==> src/rtl/epsq_pkg.sv <==
package epsq_pkg;

  typedef enum logic [1:0] {
    TM_SETUP = 2'd0,
    TM_PULSE = 2'd1,
    TM_READ  = 2'd2
  } timerSel_e;

  // strobes from control to datapath
  typedef struct packed {
    logic      addrClr;
    logic      addrInc;
    logic      wordLoad;
    logic      tryClr;
    logic      tryInc;
    logic      timerLoad;
    timerSel_e timerSel;
    logic      failLatch;
    logic      failClr;
  } ctlStrobe_t;

  // status from datapath to control
  typedef struct packed {
    logic timerZero;
    logic addrLast;
    logic tryMax;
    logic wordOnes;
    logic wordMatch;
  } dpStatus_t;

  typedef enum logic [3:0] {
    S_IDLE    = 4'd0,
    S_PSETUP  = 4'd1,
    S_PFETCH  = 4'd2,
    S_PLOAD   = 4'd3,
    S_PDECIDE = 4'd4,
    S_PPULSE  = 4'd5,
    S_PREAD   = 4'd6,
    S_VSETUP  = 4'd7,
    S_VFETCH  = 4'd8,
    S_VLOAD   = 4'd9,
    S_VREAD   = 4'd10,
    S_DONE    = 4'd11
  } seqState_e;

endpackage

==> src/rtl/epsq_datapath.sv <==
module epsq_datapath
  import epsq_pkg::*;
#(
  parameter int ADDR_W       = 18,
  parameter int DATA_W       = 16,
  parameter int MAX_PULSES   = 25,
  parameter int SETUP_CYCLES = 500,
  parameter int PULSE_CYCLES = 25000,
  parameter int READ_CYCLES  = 30
) (
  input  logic              clk,
  input  logic              rstN,
  input  ctlStrobe_t        stb,
  input  logic [DATA_W-1:0] srcData,
  input  logic [DATA_W-1:0] romDataIn,
  output dpStatus_t         status,
  output logic [ADDR_W-1:0] addr,
  output logic [DATA_W-1:0] word,
  output logic              fail,
  output logic [ADDR_W-1:0] failAddr
);

  localparam int TRY_W    = $clog2(MAX_PULSES + 1);
  localparam int T_MAX_A  = (SETUP_CYCLES > PULSE_CYCLES) ? SETUP_CYCLES : PULSE_CYCLES;
  localparam int T_MAX    = (T_MAX_A > READ_CYCLES) ? T_MAX_A : READ_CYCLES;
  localparam int TIMER_W  = $clog2(T_MAX + 1);
  localparam logic [TIMER_W-1:0] SETUP_LD = TIMER_W'(SETUP_CYCLES - 1);
  localparam logic [TIMER_W-1:0] PULSE_LD = TIMER_W'(PULSE_CYCLES - 1);
  localparam logic [TIMER_W-1:0] READ_LD  = TIMER_W'(READ_CYCLES - 1);
  localparam logic [TRY_W-1:0]   TRY_LIM  = TRY_W'(MAX_PULSES);

  logic [TIMER_W-1:0] timer;
  logic [TIMER_W-1:0] timerLd;
  logic [TRY_W-1:0]   tries;

  // address walker
  always_ff @(posedge clk) begin
    if (!rstN)             addr <= '0;
    else if (stb.addrClr)  addr <= '0;
    else if (stb.addrInc)  addr <= addr + 1'b1;
  end

  // target word capture
  always_ff @(posedge clk) begin
    if (!rstN)             word <= '1;
    else if (stb.wordLoad) word <= srcData;
  end

  // pulse budget counter
  always_ff @(posedge clk) begin
    if (!rstN)            tries <= '0;
    else if (stb.tryClr)  tries <= '0;
    else if (stb.tryInc)  tries <= tries + 1'b1;
  end

  // shared down-counter for settle, pulse and read windows
  always_comb begin
    case (stb.timerSel)
      TM_SETUP: timerLd = SETUP_LD;
      TM_PULSE: timerLd = PULSE_LD;
      TM_READ:  timerLd = READ_LD;
      default:  timerLd = READ_LD;
    endcase
  end

  always_ff @(posedge clk) begin
    if (!rstN)              timer <= '0;
    else if (stb.timerLoad) timer <= timerLd;
    else if (timer != '0)   timer <= timer - 1'b1;
  end

  // error capture
  always_ff @(posedge clk) begin
    if (!rstN) begin
      fail     <= 1'b0;
      failAddr <= '0;
    end else if (stb.failClr) begin
      fail     <= 1'b0;
      failAddr <= '0;
    end else if (stb.failLatch) begin
      fail     <= 1'b1;
      failAddr <= addr;
    end
  end

  always_comb begin
    status.timerZero = (timer == '0);
    status.addrLast  = (addr == {ADDR_W{1'b1}});
    status.tryMax    = (tries >= TRY_LIM);
    status.wordOnes  = &word;
    status.wordMatch = (romDataIn == word);
  end

  AST_TRY_LIMIT: assert property (@(posedge clk) disable iff (!rstN)
    tries <= TRY_LIM);
  AST_FAIL_STICKY: assert property (@(posedge clk) disable iff (!rstN)
    (fail && !stb.failClr) |=> fail);
  AST_FAIL_ADDR_HELD: assert property (@(posedge clk) disable iff (!rstN)
    (fail && !stb.failClr && !stb.failLatch) |=> $stable(failAddr));
  AST_NO_WRAP: assert property (@(posedge clk) disable iff (!rstN)
    stb.addrInc |-> !status.addrLast);

endmodule

==> src/rtl/epsq_control.sv <==
module epsq_control
  import epsq_pkg::*;
(
  input  logic       clk,
  input  logic       rstN,
  input  logic       start,
  input  dpStatus_t  status,
  output ctlStrobe_t stb,
  output logic       romCeN,
  output logic       romOeN,
  output logic       romDataOe,
  output logic       supplyProg,
  output logic       supplyVerify,
  output logic       busy,
  output logic       done
);

  seqState_e state;
  seqState_e nextState;

  always_ff @(posedge clk) begin
    if (!rstN) state <= S_IDLE;
    else       state <= nextState;
  end

  always_comb begin
    nextState = state;
    stb       = '0;
    case (state)
      S_IDLE: begin
        if (start) begin
          stb.failClr   = 1'b1;
          stb.addrClr   = 1'b1;
          stb.timerLoad = 1'b1;
          stb.timerSel  = TM_SETUP;
          nextState     = S_PSETUP;
        end
      end
      S_PSETUP: if (status.timerZero) nextState = S_PFETCH;
      S_PFETCH: nextState = S_PLOAD;
      S_PLOAD: begin
        stb.wordLoad = 1'b1;
        stb.tryClr   = 1'b1;
        nextState    = S_PDECIDE;
      end
      S_PDECIDE: begin
        if (status.wordOnes) begin
          if (status.addrLast) begin
            stb.addrClr   = 1'b1;
            stb.timerLoad = 1'b1;
            stb.timerSel  = TM_SETUP;
            nextState     = S_VSETUP;
          end else begin
            stb.addrInc = 1'b1;
            nextState   = S_PFETCH;
          end
        end else begin
          stb.timerLoad = 1'b1;
          stb.timerSel  = TM_PULSE;
          nextState     = S_PPULSE;
        end
      end
      S_PPULSE: begin
        if (status.timerZero) begin
          stb.tryInc    = 1'b1;
          stb.timerLoad = 1'b1;
          stb.timerSel  = TM_READ;
          nextState     = S_PREAD;
        end
      end
      S_PREAD: begin
        if (status.timerZero) begin
          if (status.wordMatch) begin
            if (status.addrLast) begin
              stb.addrClr   = 1'b1;
              stb.timerLoad = 1'b1;
              stb.timerSel  = TM_SETUP;
              nextState     = S_VSETUP;
            end else begin
              stb.addrInc = 1'b1;
              nextState   = S_PFETCH;
            end
          end else if (status.tryMax) begin
            stb.failLatch = 1'b1;
            nextState     = S_IDLE;
          end else begin
            stb.timerLoad = 1'b1;
            stb.timerSel  = TM_PULSE;
            nextState     = S_PPULSE;
          end
        end
      end
      S_VSETUP: if (status.timerZero) nextState = S_VFETCH;
      S_VFETCH: nextState = S_VLOAD;
      S_VLOAD: begin
        stb.wordLoad  = 1'b1;
        stb.timerLoad = 1'b1;
        stb.timerSel  = TM_READ;
        nextState     = S_VREAD;
      end
      S_VREAD: begin
        if (status.timerZero) begin
          if (!status.wordMatch) begin
            stb.failLatch = 1'b1;
            nextState     = S_IDLE;
          end else if (status.addrLast) begin
            nextState = S_DONE;
          end else begin
            stb.addrInc = 1'b1;
            nextState   = S_VFETCH;
          end
        end
      end
      S_DONE:  nextState = S_IDLE;
      default: nextState = S_IDLE;
    endcase
  end

  always_comb begin
    romCeN       = (state != S_PPULSE);
    romOeN       = !((state == S_PREAD) || (state == S_VREAD));
    romDataOe    = (state == S_PPULSE);
    supplyProg   = (state == S_PSETUP) || (state == S_PFETCH) || (state == S_PLOAD) ||
                   (state == S_PDECIDE) || (state == S_PPULSE) || (state == S_PREAD);
    supplyVerify = (state == S_VSETUP) || (state == S_VFETCH) || (state == S_VLOAD) ||
                   (state == S_VREAD);
    busy         = (state != S_IDLE);
    done         = (state == S_DONE);
  end

  AST_PULSE_FULL: assert property (@(posedge clk) disable iff (!rstN)
    $rose(romCeN) |-> $past(status.timerZero));
  AST_READ_FOLLOWS: assert property (@(posedge clk) disable iff (!rstN)
    ($rose(romCeN) && supplyProg) |-> !romOeN);
  AST_SKIP_ONES: assert property (@(posedge clk) disable iff (!rstN)
    (state == S_PDECIDE && status.wordOnes) |=> romCeN);
  AST_SUPPLY_EXCL: assert property (@(posedge clk) disable iff (!rstN)
    !(supplyProg && supplyVerify));
  AST_VERIFY_QUIET: assert property (@(posedge clk) disable iff (!rstN)
    supplyVerify |-> (romCeN && !romDataOe));
  AST_DONE_PULSE: assert property (@(posedge clk) disable iff (!rstN)
    done |=> !done);

endmodule

==> src/rtl/eprom_prog_seq.sv <==
module eprom_prog_seq
  import epsq_pkg::*;
#(
  parameter int ADDR_W       = 18,
  parameter int DATA_W       = 16,
  parameter int CLK_MHZ      = 250,
  parameter int PULSE_US     = 100,
  parameter int MAX_PULSES   = 25,
  parameter int SETUP_CYCLES = 500,
  parameter int READ_CYCLES  = 30
) (
  input  logic              clk,
  input  logic              rstN,
  input  logic              start,
  output logic [ADDR_W-1:0] srcAddr,
  input  logic [DATA_W-1:0] srcData,
  output logic [ADDR_W-1:0] romAddr,
  output logic [DATA_W-1:0] romDataOut,
  output logic              romDataOe,
  input  logic [DATA_W-1:0] romDataIn,
  output logic              romCeN,
  output logic              romOeN,
  output logic              supplyProg,
  output logic              supplyVerify,
  output logic              busy,
  output logic              done,
  output logic              fail,
  output logic [ADDR_W-1:0] failAddr
);

  localparam int PULSE_CYCLES = CLK_MHZ * PULSE_US;

  ctlStrobe_t        stb;
  dpStatus_t         status;
  logic [ADDR_W-1:0] addr;
  logic [DATA_W-1:0] word;

  epsq_control ctrl_i (
    .clk          (clk),
    .rstN         (rstN),
    .start        (start),
    .status       (status),
    .stb          (stb),
    .romCeN       (romCeN),
    .romOeN       (romOeN),
    .romDataOe    (romDataOe),
    .supplyProg   (supplyProg),
    .supplyVerify (supplyVerify),
    .busy         (busy),
    .done         (done)
  );

  epsq_datapath #(
    .ADDR_W       (ADDR_W),
    .DATA_W       (DATA_W),
    .MAX_PULSES   (MAX_PULSES),
    .SETUP_CYCLES (SETUP_CYCLES),
    .PULSE_CYCLES (PULSE_CYCLES),
    .READ_CYCLES  (READ_CYCLES)
  ) dp_i (
    .clk       (clk),
    .rstN      (rstN),
    .stb       (stb),
    .srcData   (srcData),
    .romDataIn (romDataIn),
    .status    (status),
    .addr      (addr),
    .word      (word),
    .fail      (fail),
    .failAddr  (failAddr)
  );

  assign srcAddr    = addr;
  assign romAddr    = addr;
  assign romDataOut = word;

endmodule

==> config.mk <==
export PLATFORM = sky130hd
export DESIGN_NAME = eprom_prog_seq
export DESIGN_NICKNAME = d
export VERILOG_FILES = /design/src/rtl/epsq_pkg.sv /design/src/rtl/epsq_datapath.sv /design/src/rtl/epsq_control.sv /design/src/rtl/eprom_prog_seq.sv
export SDC_FILE = /design/constraint.sdc
export NUM_CORES = 1
export LEC_CHECK = 0
export ABC_AREA = 1
export CELL_PAD_IN_SITES_DETAIL_PLACEMENT = 1
export CELL_PAD_IN_SITES_GLOBAL_PLACEMENT = 2
export CORE_ASPECT_RATIO = 0.75
export CORE_UTILIZATION = 24
export CTS_BUF_LIST = sky130_fd_sc_hd__clkbuf_8 sky130_fd_sc_hd__clkbuf_16
export CTS_CLUSTER_SIZE = 10
export DETAILED_ROUTE_END_ITERATION = 10
export HOLD_SLACK_MARGIN = 0.08
export PLACE_DENSITY_LB_ADDON = 0.15
export SLEW_MARGIN = 20
export SYNTH_ARGS = -nofsm -noshare
export SYNTH_HDL_FRONTEND = slang
export SYNTH_SLANG_ARGS = --single-unit
==> constraint.sdc <==
create_clock -name clk -period 1.8 [get_ports clk]
set_clock_uncertainty 0.1 [all_clocks]
set_input_delay 0.36 -clock clk [delete_from_list [all_inputs] [get_ports clk]]
set_output_delay 0.36 -clock clk [all_outputs]
set_load 0.02 [all_outputs]
## Yosys cells after proc, flatten, opt, wreduce, memory -nomap -nowiden

Index checks and enable logic that the tools add are counted.

- Add/sub/neg operators: 3
- $mul: 0
- Divide/modulo/power cells: 0
- Magnitude comparators: 1
- Eq/ne operators: 21
- Shift-type cells: 0
- Multiplexer cells: 43
- Bitwise logic cells: 1
- Reduce and logical (&&, ||, !) cells: 22

Operators with widths:

| operator | count |
|---|---|
| $pmux 4 s11 | 1 |
| $mux 4 | 10 |
| $mux 15 | 2 |
| $pmux 15 s2 | 1 |
| $mux 3 | 8 |
| $add 18x1->18 const B | 1 |
| $eq 18x18->1 const B | 1 |
| $eq 16x16->1 | 1 |
| $eq 4x3->1 const B | 4 |
| $eq 4x4->1 const B | 4 |
| $reduce_and 16->1 | 1 |
| $logic_not 15->1 | 1 |
| $pmux 3 s5 | 1 |
| $reduce_bool 15->1 | 1 |
| $sub 15x1->15 const B | 1 |
| $mux 1 | 13 |
| $ne 2x1->1 const B | 5 |
| $logic_or 1x1->1 | 9 |
| $eq 4x2->1 const B | 2 |
| $mux 2 | 4 |
| $reduce_or 2->1 | 4 |
| $pmux 1 s3 | 2 |
| $reduce_and 6->1 | 1 |
| $add 5x1->5 const B | 1 |
| other kinds (12) | 12 |

- Bits in registers: 77
- Bits in latches: 0
- RAM bits: 0
- Memory bits (read-only): 0
- Output and inout port bits: 78
- Word-level logic and storage cells: 98
- Memories kept: 0

## Logic depth before layout (Yosys ltp)

Gate-level depths: netlist of the first run.

- Word-level depth: 8
- Mapped depth: 14
- Mapped depth without buffers: 14

## By module

Synthesis of the first run repeated with hierarchy kept, for this count alone.

- Cell total of the unflattened synthesis: 609
- Area, all modules: 4184.0 sq um

By module, submodules not included:

| module | instances | cells each | area an instance (sq um) | sequential area each (sq um) |
|---|---|---|---|---|
| epsq_datapath | 1 | 485 | 3507.1 | 1461.4 |
| epsq_control | 1 | 106 | 541.8 | 80.1 |
| eprom_prog_seq | 1 | 18 | 135.1 | 0.0 |

## Worst setup path after synthesis of the first run

Ideal clock, no wire load.

- Path kind: reg-to-reg
- Start point: reg dp_i.addr[1]
- End point: reg dp_i.addr[15]
- Arrival: 1.905 ns
- Required time: 1.585 ns
- Setup slack: -0.320 ns
- Stages on the path, launching flop included: 12
- Path buffers: 1
- Clock period less this slack: 2.120 ns
- Path through: dfxtp_1 ha_1 nand2_1 nor2_2 nand4_4 nand3_4 nand4_4 nand2_4 nand2_4 nand2_8 buf_12 a21oi_2

- Cells in the longest elaborated chain, start to end: 6

RTL lines:

| element | line | RTL |
|---|---|---|
| start: declaration | epsq_datapath.sv:17 | `output logic [ADDR_W-1:0] addr,` |
| start signal: assignment | epsq_datapath.sv:40 | `else if (stb.addrInc) addr <= addr + 1'b1;` |
| $eq 18x18->1 | epsq_datapath.sv:88 | `status.addrLast = (addr == {ADDR_W{1'b1}});` |
| $mux 1 | epsq_control.sv:48, epsq_control.sv:74 |  |
| $mux 2 | epsq_control.sv:73 | `if (status.wordMatch) begin` |
| $mux 2 | epsq_control.sv:72 | `if (status.timerZero) begin` |
| $pmux 1 s3 | epsq_control.sv:29 | `case (state)` |
| $reduce_or 2->1 (no line) | - |  |

Parallel ways exist; a longest one is shown, timed or not.
A chain may end at the register's enable or synchronous reset.

## Worst setup path in the final report of the first run

- Start point: reg dp_i.addr[8]
- End point: reg dp_i.addr[15]

The elaborated chain is that of the path after synthesis.

==> impl_metrics.env, run 1 <==
export IMPL_drtIter0Drc=170
export IMPL_synth_top_flop_cell="dfxtp_1"
export IMPL_fin_tns_setup_ns=-3.01
export IMPL_maxSlewViolCount=0
export IMPL_die_h_microns=122
export IMPL_start_util=0.246
export IMPL_finalHoldViolCount=0
export IMPL_ant_nets=0
export IMPL_htreeDepth=3
export IMPL_maxCapViolations=0
export IMPL_period_needed_ns=1.91
export IMPL_setup_ws_ns=-0.113
export IMPL_rows=43
export IMPL_grt_max_degree=35
export IMPL_cts_path_max_buffers=2
export IMPL_synth_edf_count=0
export IMPL_antenna_found_initial=2
export IMPL_clk_latency_ns=0.35
export IMPL_cp_end_kind="flip-flop"
export IMPL_grt_use_total=0.188
export IMPL_hp_class="flip-flop to flip-flop"
export IMPL_via_per_inst=4.55
export IMPL_core_area_sq_um=18600
export IMPL_critPathRequiredTime_ns=1.94
export IMPL_pin_count=113
export IMPL_grt_overflow=0
export IMPL_status="finished, violations left"
export IMPL_p_leak_nw=4.03
export IMPL_critPathMaxFanout=6
export IMPL_post_dp_cell_area_sq_um=6830
export IMPL_firstDrtPassIters=4
export IMPL_pre_cts_ws_ns=-0.604
export IMPL_cts_reportedPaths_clkPinSlew_ns=0.07
export IMPL_max_vdd_ir_drop_mv=0.444
export IMPL_fin_nets=944
export IMPL_place_gp_congestion=0.824
export IMPL_syn_area_sq_um=4570
export IMPL_area_growth_pct=80.0
export IMPL_ys_types=39
export IMPL_async_flop_share=0
export IMPL_ys_warn_count=0
export IMPL_ys_seq_elements=77
export IMPL_place_hpwl_mm=13.6
export IMPL_cts_tree="built"
export IMPL_clock_root_buffer="clkbuf_16"
export IMPL_routed_wl_mm=18.7
export IMPL_slew_headroom=0.709
export IMPL_grt_pass1_vias=5320
export IMPL_worstPathArrival_ns=2.05
export IMPL_syn_area_per_cell_sq_um=6.99
export IMPL_final_cell_mix="129 x buf_4, 97 x nand2_1, 62 x dlygate4sd2_1, 59 x inv_1, 41 x nand3_1"
export IMPL_crit_type="flip-flop to flip-flop"
export IMPL_synth_fp_nets=694
export IMPL_register_area_sq_um=1620
export IMPL_die_width_microns=161
export IMPL_cts_buffers=9
export IMPL_power_density_nw_per_um2=990
export IMPL_yosysSeqAreaShare=0.337
export IMPL_finalCritPeriodShare=1.06
export IMPL_finalSetupViolCount=50
export IMPL_totalPowerFinal_mw=8.14
export IMPL_syn_inst=654
export IMPL_die_area_sq_um=19600
export IMPL_grt_pass1_wl_mm=28.6
export IMPL_drt_wirelength_per_cell_microns=16.1
export IMPL_startpoint_type="flip-flop"
export IMPL_drive_gt1_frac=0.468
export IMPL_fillCellCount=2229
export IMPL_rsz0062_at_grt="true"
export IMPL_cts_sinks=77
export IMPL_rr_endpoint="dp_i.addr[15]"
export IMPL_final_common_cell="buf_4"
export IMPL_multi_input_area_sq_um=3220
export IMPL_r2r_setup_slack_ns=-0.11
export IMPL_fmax_mhz=523
export IMPL_vias=5269
export IMPL_holdPathEnd="dp_i.fail"
export IMPL_drc=0
export IMPL_max_slew_worst_pin_slew_ns=0.435
export IMPL_failed_checks="setup timing"
export IMPL_holdPathStages=2
export IMPL_min_from="dp_i.fail"
export IMPL_r2r_cells=11
export IMPL_design_area_sq_um=8230
export IMPL_port_buffer_count=112
export IMPL_rr_startpoint="dp_i.addr[8]"
[Yosys cell counts (5+ instances only)]
cell type  count  area, sq um
clkbuf_1       6         22.5
inv_1         74          278
ha_1           5         62.6
nor3_1        16         80.1
a21oi_1       54          270
dfxtp_1       77         1540
o21ai_0       40          200
nand2_1      122          458
nand2_4        5         56.3
nand2_2       11         68.8
xor2_1        22          193
nor2_1        64          240
nand4_1       11         68.8
buf_4         19          143
nor2_2        11         68.8
a21oi_2       10         87.6
nand3_1       52          260
inv_2         16         60.1
[cell type report]
class | instances | share of cell area
Sequential cell | 77 | 0.197
Clock inverter | 7 | 0.00654
Antenna cell | 2 | 0.000608
Multi-Input combinational cell | 458 | 0.391
Inverter | 91 | 0.0432
Clock buffer | 9 | 0.0274
Timing Repair Buffer | 267 | 0.297
Tap cell | 247 | 0.0376
[kinds of logic (layout without fill, tap and decap cells)]
| logic type | after synthesis | in the layout | synth area share |
|---|---|---|---|
| AND/OR/NAND/NOR | 307 | 312 | 0.333 |
| buffers and inverters | 124 | 374 | 0.129 |
| AO/OA/AOI/OAI | 116 | 116 | 0.140 |
| flip-flops | 77 | 77 | 0.337 |
| XOR/XNOR | 25 | 25 | 0.0479 |
| adder cells (fa/ha/maj) | 5 | 5 | 0.0137 |
| other | 0 | 2 | 0 |
[power breakdown]
group	leakage [nW]	switching, mW	internal (mW)
combinational	3.27	2.23	1.94
clock	0.135	0.837	0.952
sequential	0.632	0.246	1.94
total	4.03	3.31	4.83
[per-stage QoR]
stage | instances | utilization | hold WS [ns]
after floorplan | 654 | - | 0.365
after global placement | 1101 | 0.368 | 0.361
after detailed placement | 1101 | 0.368 | 0.392
after CTS | 1130 | 0.400 | 0.395
after global routing | 1157 | 0.443 | 0.413
final | 1158 | 0.443 | 0.382
[registers in the layout (all words and copies together) (netlist names)]
register       flops
dp_i.fail          1
ctrl_i.state       4
dp_i.word         16
dp_i.timer        15
dp_i.tries         5
dp_i.failAddr     18
dp_i.addr         18
[worst max-delay path by stage]
| stage | from | endpoint | slack (ns) |
|---|---|---|---|
| floorplan | dp_i.word[4] | dp_i.addr[10] | -0.05 |
| global placement | romDataIn[10] | dp_i.addr[17] | -0.57 |
| detailed placement | romDataIn[12] | dp_i.addr[4] | -0.60 |
| CTS | dp_i.word[1] | dp_i.addr[6] | -0.17 |
| global route | dp_i.word[10] | dp_i.addr[14] | -0.21 |
| finish | dp_i.addr[8] | dp_i.addr[15] | -0.11 |
[timing repair]
action                     CTS  global route
resized for setup          207           158
cloned                       3             6
setup buffers               10            23
pin swaps                   40            63
setup endpoints to repair  126            94
hold buffers                 0             0
[worst max-delay path, cell delays in order (launching register included)]
cell and delay (ns):
dfxtp_2 0.35, nand2_2 0.07, inv_2 0.06, nand2_2 0.06, nor2_4 0.19, nand4_4 0.21
nand3_4 0.17, nand4_4 0.15, nand2_8 0.14, nand2_8 0.10, nand2_4 0.14, a21oi_2 0.04
[layer usage]
| metal | vias up | share of wire | track usage |
|---|---|---|---|
| li1 | 2612 | - | - |
| met1 | 2531 | 0.52 | 0.275 |
| met2 | 114 | 0.43 | 0.282 |
| met3 | 12 | 0.047 | 0.0388 |
| met4 | 0 | 0.0092 | 0.0413 |
| met5 | - | 0 | 0 |
(Power assumes the default switching activity.)
==> inputs of run 2 (changes only) <==
--- a/config.mk
+++ b/config.mk
@@ -5,11 +5,10 @@
 export SDC_FILE = /design/constraint.sdc
 export NUM_CORES = 1
 export LEC_CHECK = 0
-export ABC_AREA = 1
 export CELL_PAD_IN_SITES_DETAIL_PLACEMENT = 1
 export CELL_PAD_IN_SITES_GLOBAL_PLACEMENT = 2
-export CORE_ASPECT_RATIO = 0.75
-export CORE_UTILIZATION = 24
+export CORE_ASPECT_RATIO = 0.6
+export CORE_UTILIZATION = 25
 export CTS_BUF_LIST = sky130_fd_sc_hd__clkbuf_8 sky130_fd_sc_hd__clkbuf_16
 export CTS_CLUSTER_SIZE = 10
 export DETAILED_ROUTE_END_ITERATION = 10
==> run 2 against run 1 <==
The flow still finishes with violations (setup timing). Global-route usage up 0.79 points. Synthesized cell count is 25% lower. Non-clock buffer count increased by 8. Critical path type unchanged. Critical endpoint is now dp_i.timer[13]. Largest power group unchanged.
==> impl_metrics.env, run 2 <==
export IMPL_status="finished, violations left"
export IMPL_failed_checks="setup timing"
export IMPL_pin_count=113
export IMPL_critPathRequiredTime_ns=1.92
export IMPL_syn_inst=493
export IMPL_drtIter0Drc=150
export IMPL_syn_area_sq_um=4150
export IMPL_p_seq_frac=0.257
export IMPL_fmax_mhz=412
export IMPL_grt_use_total=0.196
export IMPL_fin_nets=775
export IMPL_drc=0
export IMPL_startpoint_type="flip-flop"
export IMPL_async_flop_share=0
export IMPL_die_h_microns=102
export IMPL_maxCapViolations=0
export IMPL_internal_power_mw=5.42
export IMPL_routed_wl_mm=17.2
export IMPL_rsz0062_at_grt="true"
export IMPL_max_slew_worst_pin_slew_ns=0.809
export IMPL_grt_overflow=0
export IMPL_maxSlewViolCount=0
export IMPL_ys_warn_count=0
export IMPL_yosysMostFrequentCell="dfxtp_1"
export IMPL_drive_gt1_frac=0.415
export IMPL_cts_buffers=9
export IMPL_vias=4653
export IMPL_ant_nets=0
export IMPL_p_comb_frac=0.481
export IMPL_power_density_nw_per_um2=1090
export IMPL_die_width_microns=168
export IMPL_p_sw_mw=2.89
export IMPL_setup_ws_ns=-0.625
export IMPL_crit_type="flip-flop to flip-flop"
export IMPL_core_area_sq_um=16200
export IMPL_fillCellCount=1866
export IMPL_synth_top_flop_cell="dfxtp_1"
export IMPL_yosysSeqAreaShare=0.371
export IMPL_port_buffer_count=112
export IMPL_grt_max_degree=34
export IMPL_critPathMaxFanout=7
export IMPL_clk_latency_ns=0.34
export IMPL_place_hpwl_mm=11.8
export IMPL_grt_pass1_vias=4711
export IMPL_start_util=0.256
export IMPL_synth_edf_count=0
export IMPL_cts_reportedPaths_clkPinSlew_ns=0.06
export IMPL_clkPwrFrac=0.262
export IMPL_top_regs="dp_i.addr: 18 flops, dp_i.failAddr: 18 flops, dp_i.word: 16 flops"
export IMPL_syn_area_per_cell_sq_um=8.43
export IMPL_drt_wirelength_per_cell_microns=18.2
export IMPL_synth_fp_nets=533
export IMPL_final_cell_mix="123 x buf_4, 61 x nand2_1, 58 x dlygate4sd2_1, 42 x dfxtp_1, 34 x clkdlybuf4s50_1"
export IMPL_max_vdd_ir_drop_mv=0.463
export IMPL_grt_pass1_wl_mm=25.9
export IMPL_period_needed_ns=2.42
export IMPL_area_growth_pct=83.9
export IMPL_finalSetupViolCount=61
export IMPL_final_common_cell="buf_4"
export IMPL_cts_sinks=77
export IMPL_synth_area_top_cells="dfxtp_1 37%, nand2_1 5.9%, xnor2_1 5.3%"
export IMPL_cp_end_kind="flip-flop"
export IMPL_die_area_sq_um=17200
export IMPL_place_gp_congestion=0.786
export IMPL_finalCritPeriodShare=1.35
export IMPL_yosys_area_top_type="dfxtp_1"
export IMPL_p_leak_nw=3.39
export IMPL_design_area_sq_um=7640
export IMPL_diodes=0
export IMPL_ys_seq_elements=77
export IMPL_htreeDepth=3
export IMPL_post_dp_cell_area_sq_um=6430
export IMPL_synth_top_area_frac=0.371
export IMPL_cts_tree="built"
export IMPL_slew_headroom=0.456
export IMPL_antenna_found_initial=0
export IMPL_synth_common_cells="77 x dfxtp_1, 65 x nand2_1, 41 x nor2_1"
export IMPL_clock_root_buffer="clkbuf_16"
export IMPL_firstDrtPassIters=4
export IMPL_cts_path_max_buffers=2
export IMPL_hp_class="flip-flop to flip-flop"
export IMPL_via_per_inst=4.90
export IMPL_totalPowerFinal_mw=8.31
export IMPL_switching_share=0.348
export IMPL_rows=36
export IMPL_worstPathArrival_ns=2.55
export IMPL_finalHoldViolCount=0
export IMPL_ys_types=57
-- run 2: cell types whose count changed after synthesis, moves of 12 or more --
| cell | change |
|---|---|
| inv_1 | -64 |
| nand2_1 | -57 |
| o21ai_0 | -32 |
| a21oi_1 | -31 |
| nand3_1 | -26 |
| nor2_1 | -23 |
| xnor2_1 | +22 |
| mux2i_1 | +21 |
| o31ai_1 | +18 |
| or4_1 | +17 |
| inv_2 | -16 |
| xor2_1 | -12 |
-- run 2: path summary, 6_finish.rpt --
path | from | to | slack [ns] | cells after the start
setup reg to reg | dp_i.word[14] | dp_i.timer[13] | -0.62 | 8
setup / recovery | dp_i.word[14] | dp_i.timer[13] | -0.62 | 8
hold / removal | dp_i.fail | dp_i.fail | 0.39 | 2
hold reg to reg | dp_i.fail | dp_i.fail | 0.39 | 2
-- run 2: cell families (layout without fill, tap and decap cells) --
group                      after synthesis  in the layout  share of synthesized area
and+or+nand+nor                        220            220                      0.277
DFF                                     77             77                      0.371
xor gates and xnor gates                35             35                     0.0738
buffers and inverters                   54            301                     0.0726
adders and majority gates                5              5                     0.0151
AOI/OAI and AO/OA                       80             80                      0.137
muxes                                   22             22                     0.0533
-- run 2: area by class of cell --
cell class / instances / area [sq um] / area share
Clock inverter: 6 / 111 / 0.0146
Timing Repair Buffer: 275 / 2600 / 0.340
Clock buffer: 10 / 239 / 0.0313
Multi-Input combinational cell: 362 / 2780 / 0.364
Inverter: 10 / 37.5 / 0.00491
Tap cell: 209 / 262 / 0.0342
Sequential cell: 77 / 1620 / 0.212
-- run 2: metal layers --
metal  up-vias  wire (microns)  global-route usage
met1      2289            8770               0.275
met5         -               0                   0
li1       2247               -                   -
met4         0             108              0.0462
met3         9             715              0.0391
met2       108            7650               0.312
-- run 2: repair_timing --
action | 4_1_cts | 5_1_grt
resized for setup | 167 | 74
endpoints found under the hold margin | 0 | 0
endpoints found under the setup margin | 117 | 75
gates cloned | 3 | 5
setup buffers | 16 | 16
pin swaps | 25 | 28
hold buffers | 0 | 0
-- run 2: worst max-delay path: stages (launching register included) --
cell	delay, ns
dfxtp_2	0.32
buf_6	0.13
xnor2_4	0.14
nand4_1	0.17
nor4_4	0.41
buf_12	0.16
mux2_4	0.35
or2_4	0.30
o211a_1	0.22
-- run 2: power by group through the flow --
stage               registers (mW)  logic (mW)  clock network [mW]
detailed placement            2.15        3.31                   0
global placement              2.14        3.23                   0
floorplan                     2.22        1.68                   0
finish                        2.13        4.00                2.18
CTS                           2.13        3.71                2.25
global route                  2.16        4.32                2.31
-- run 2: stage by stage --
step / utilization / hold slack, ns / cells / setup TNS, ns / setup slack [ns]
after global routing: 0.471 / 0.426 / 949 / -37.80 / -0.745
final: 0.471 / 0.386 / 949 / -31.35 / -0.625
after floorplan: - / 0.379 / 493 / -18.61 / -0.490
after CTS: 0.443 / 0.394 / 932 / -30.58 / -0.606
after global placement: 0.397 / 0.359 / 898 / -47.10 / -0.958
after detailed placement: 0.397 / 0.369 / 898 / -48.73 / -0.970
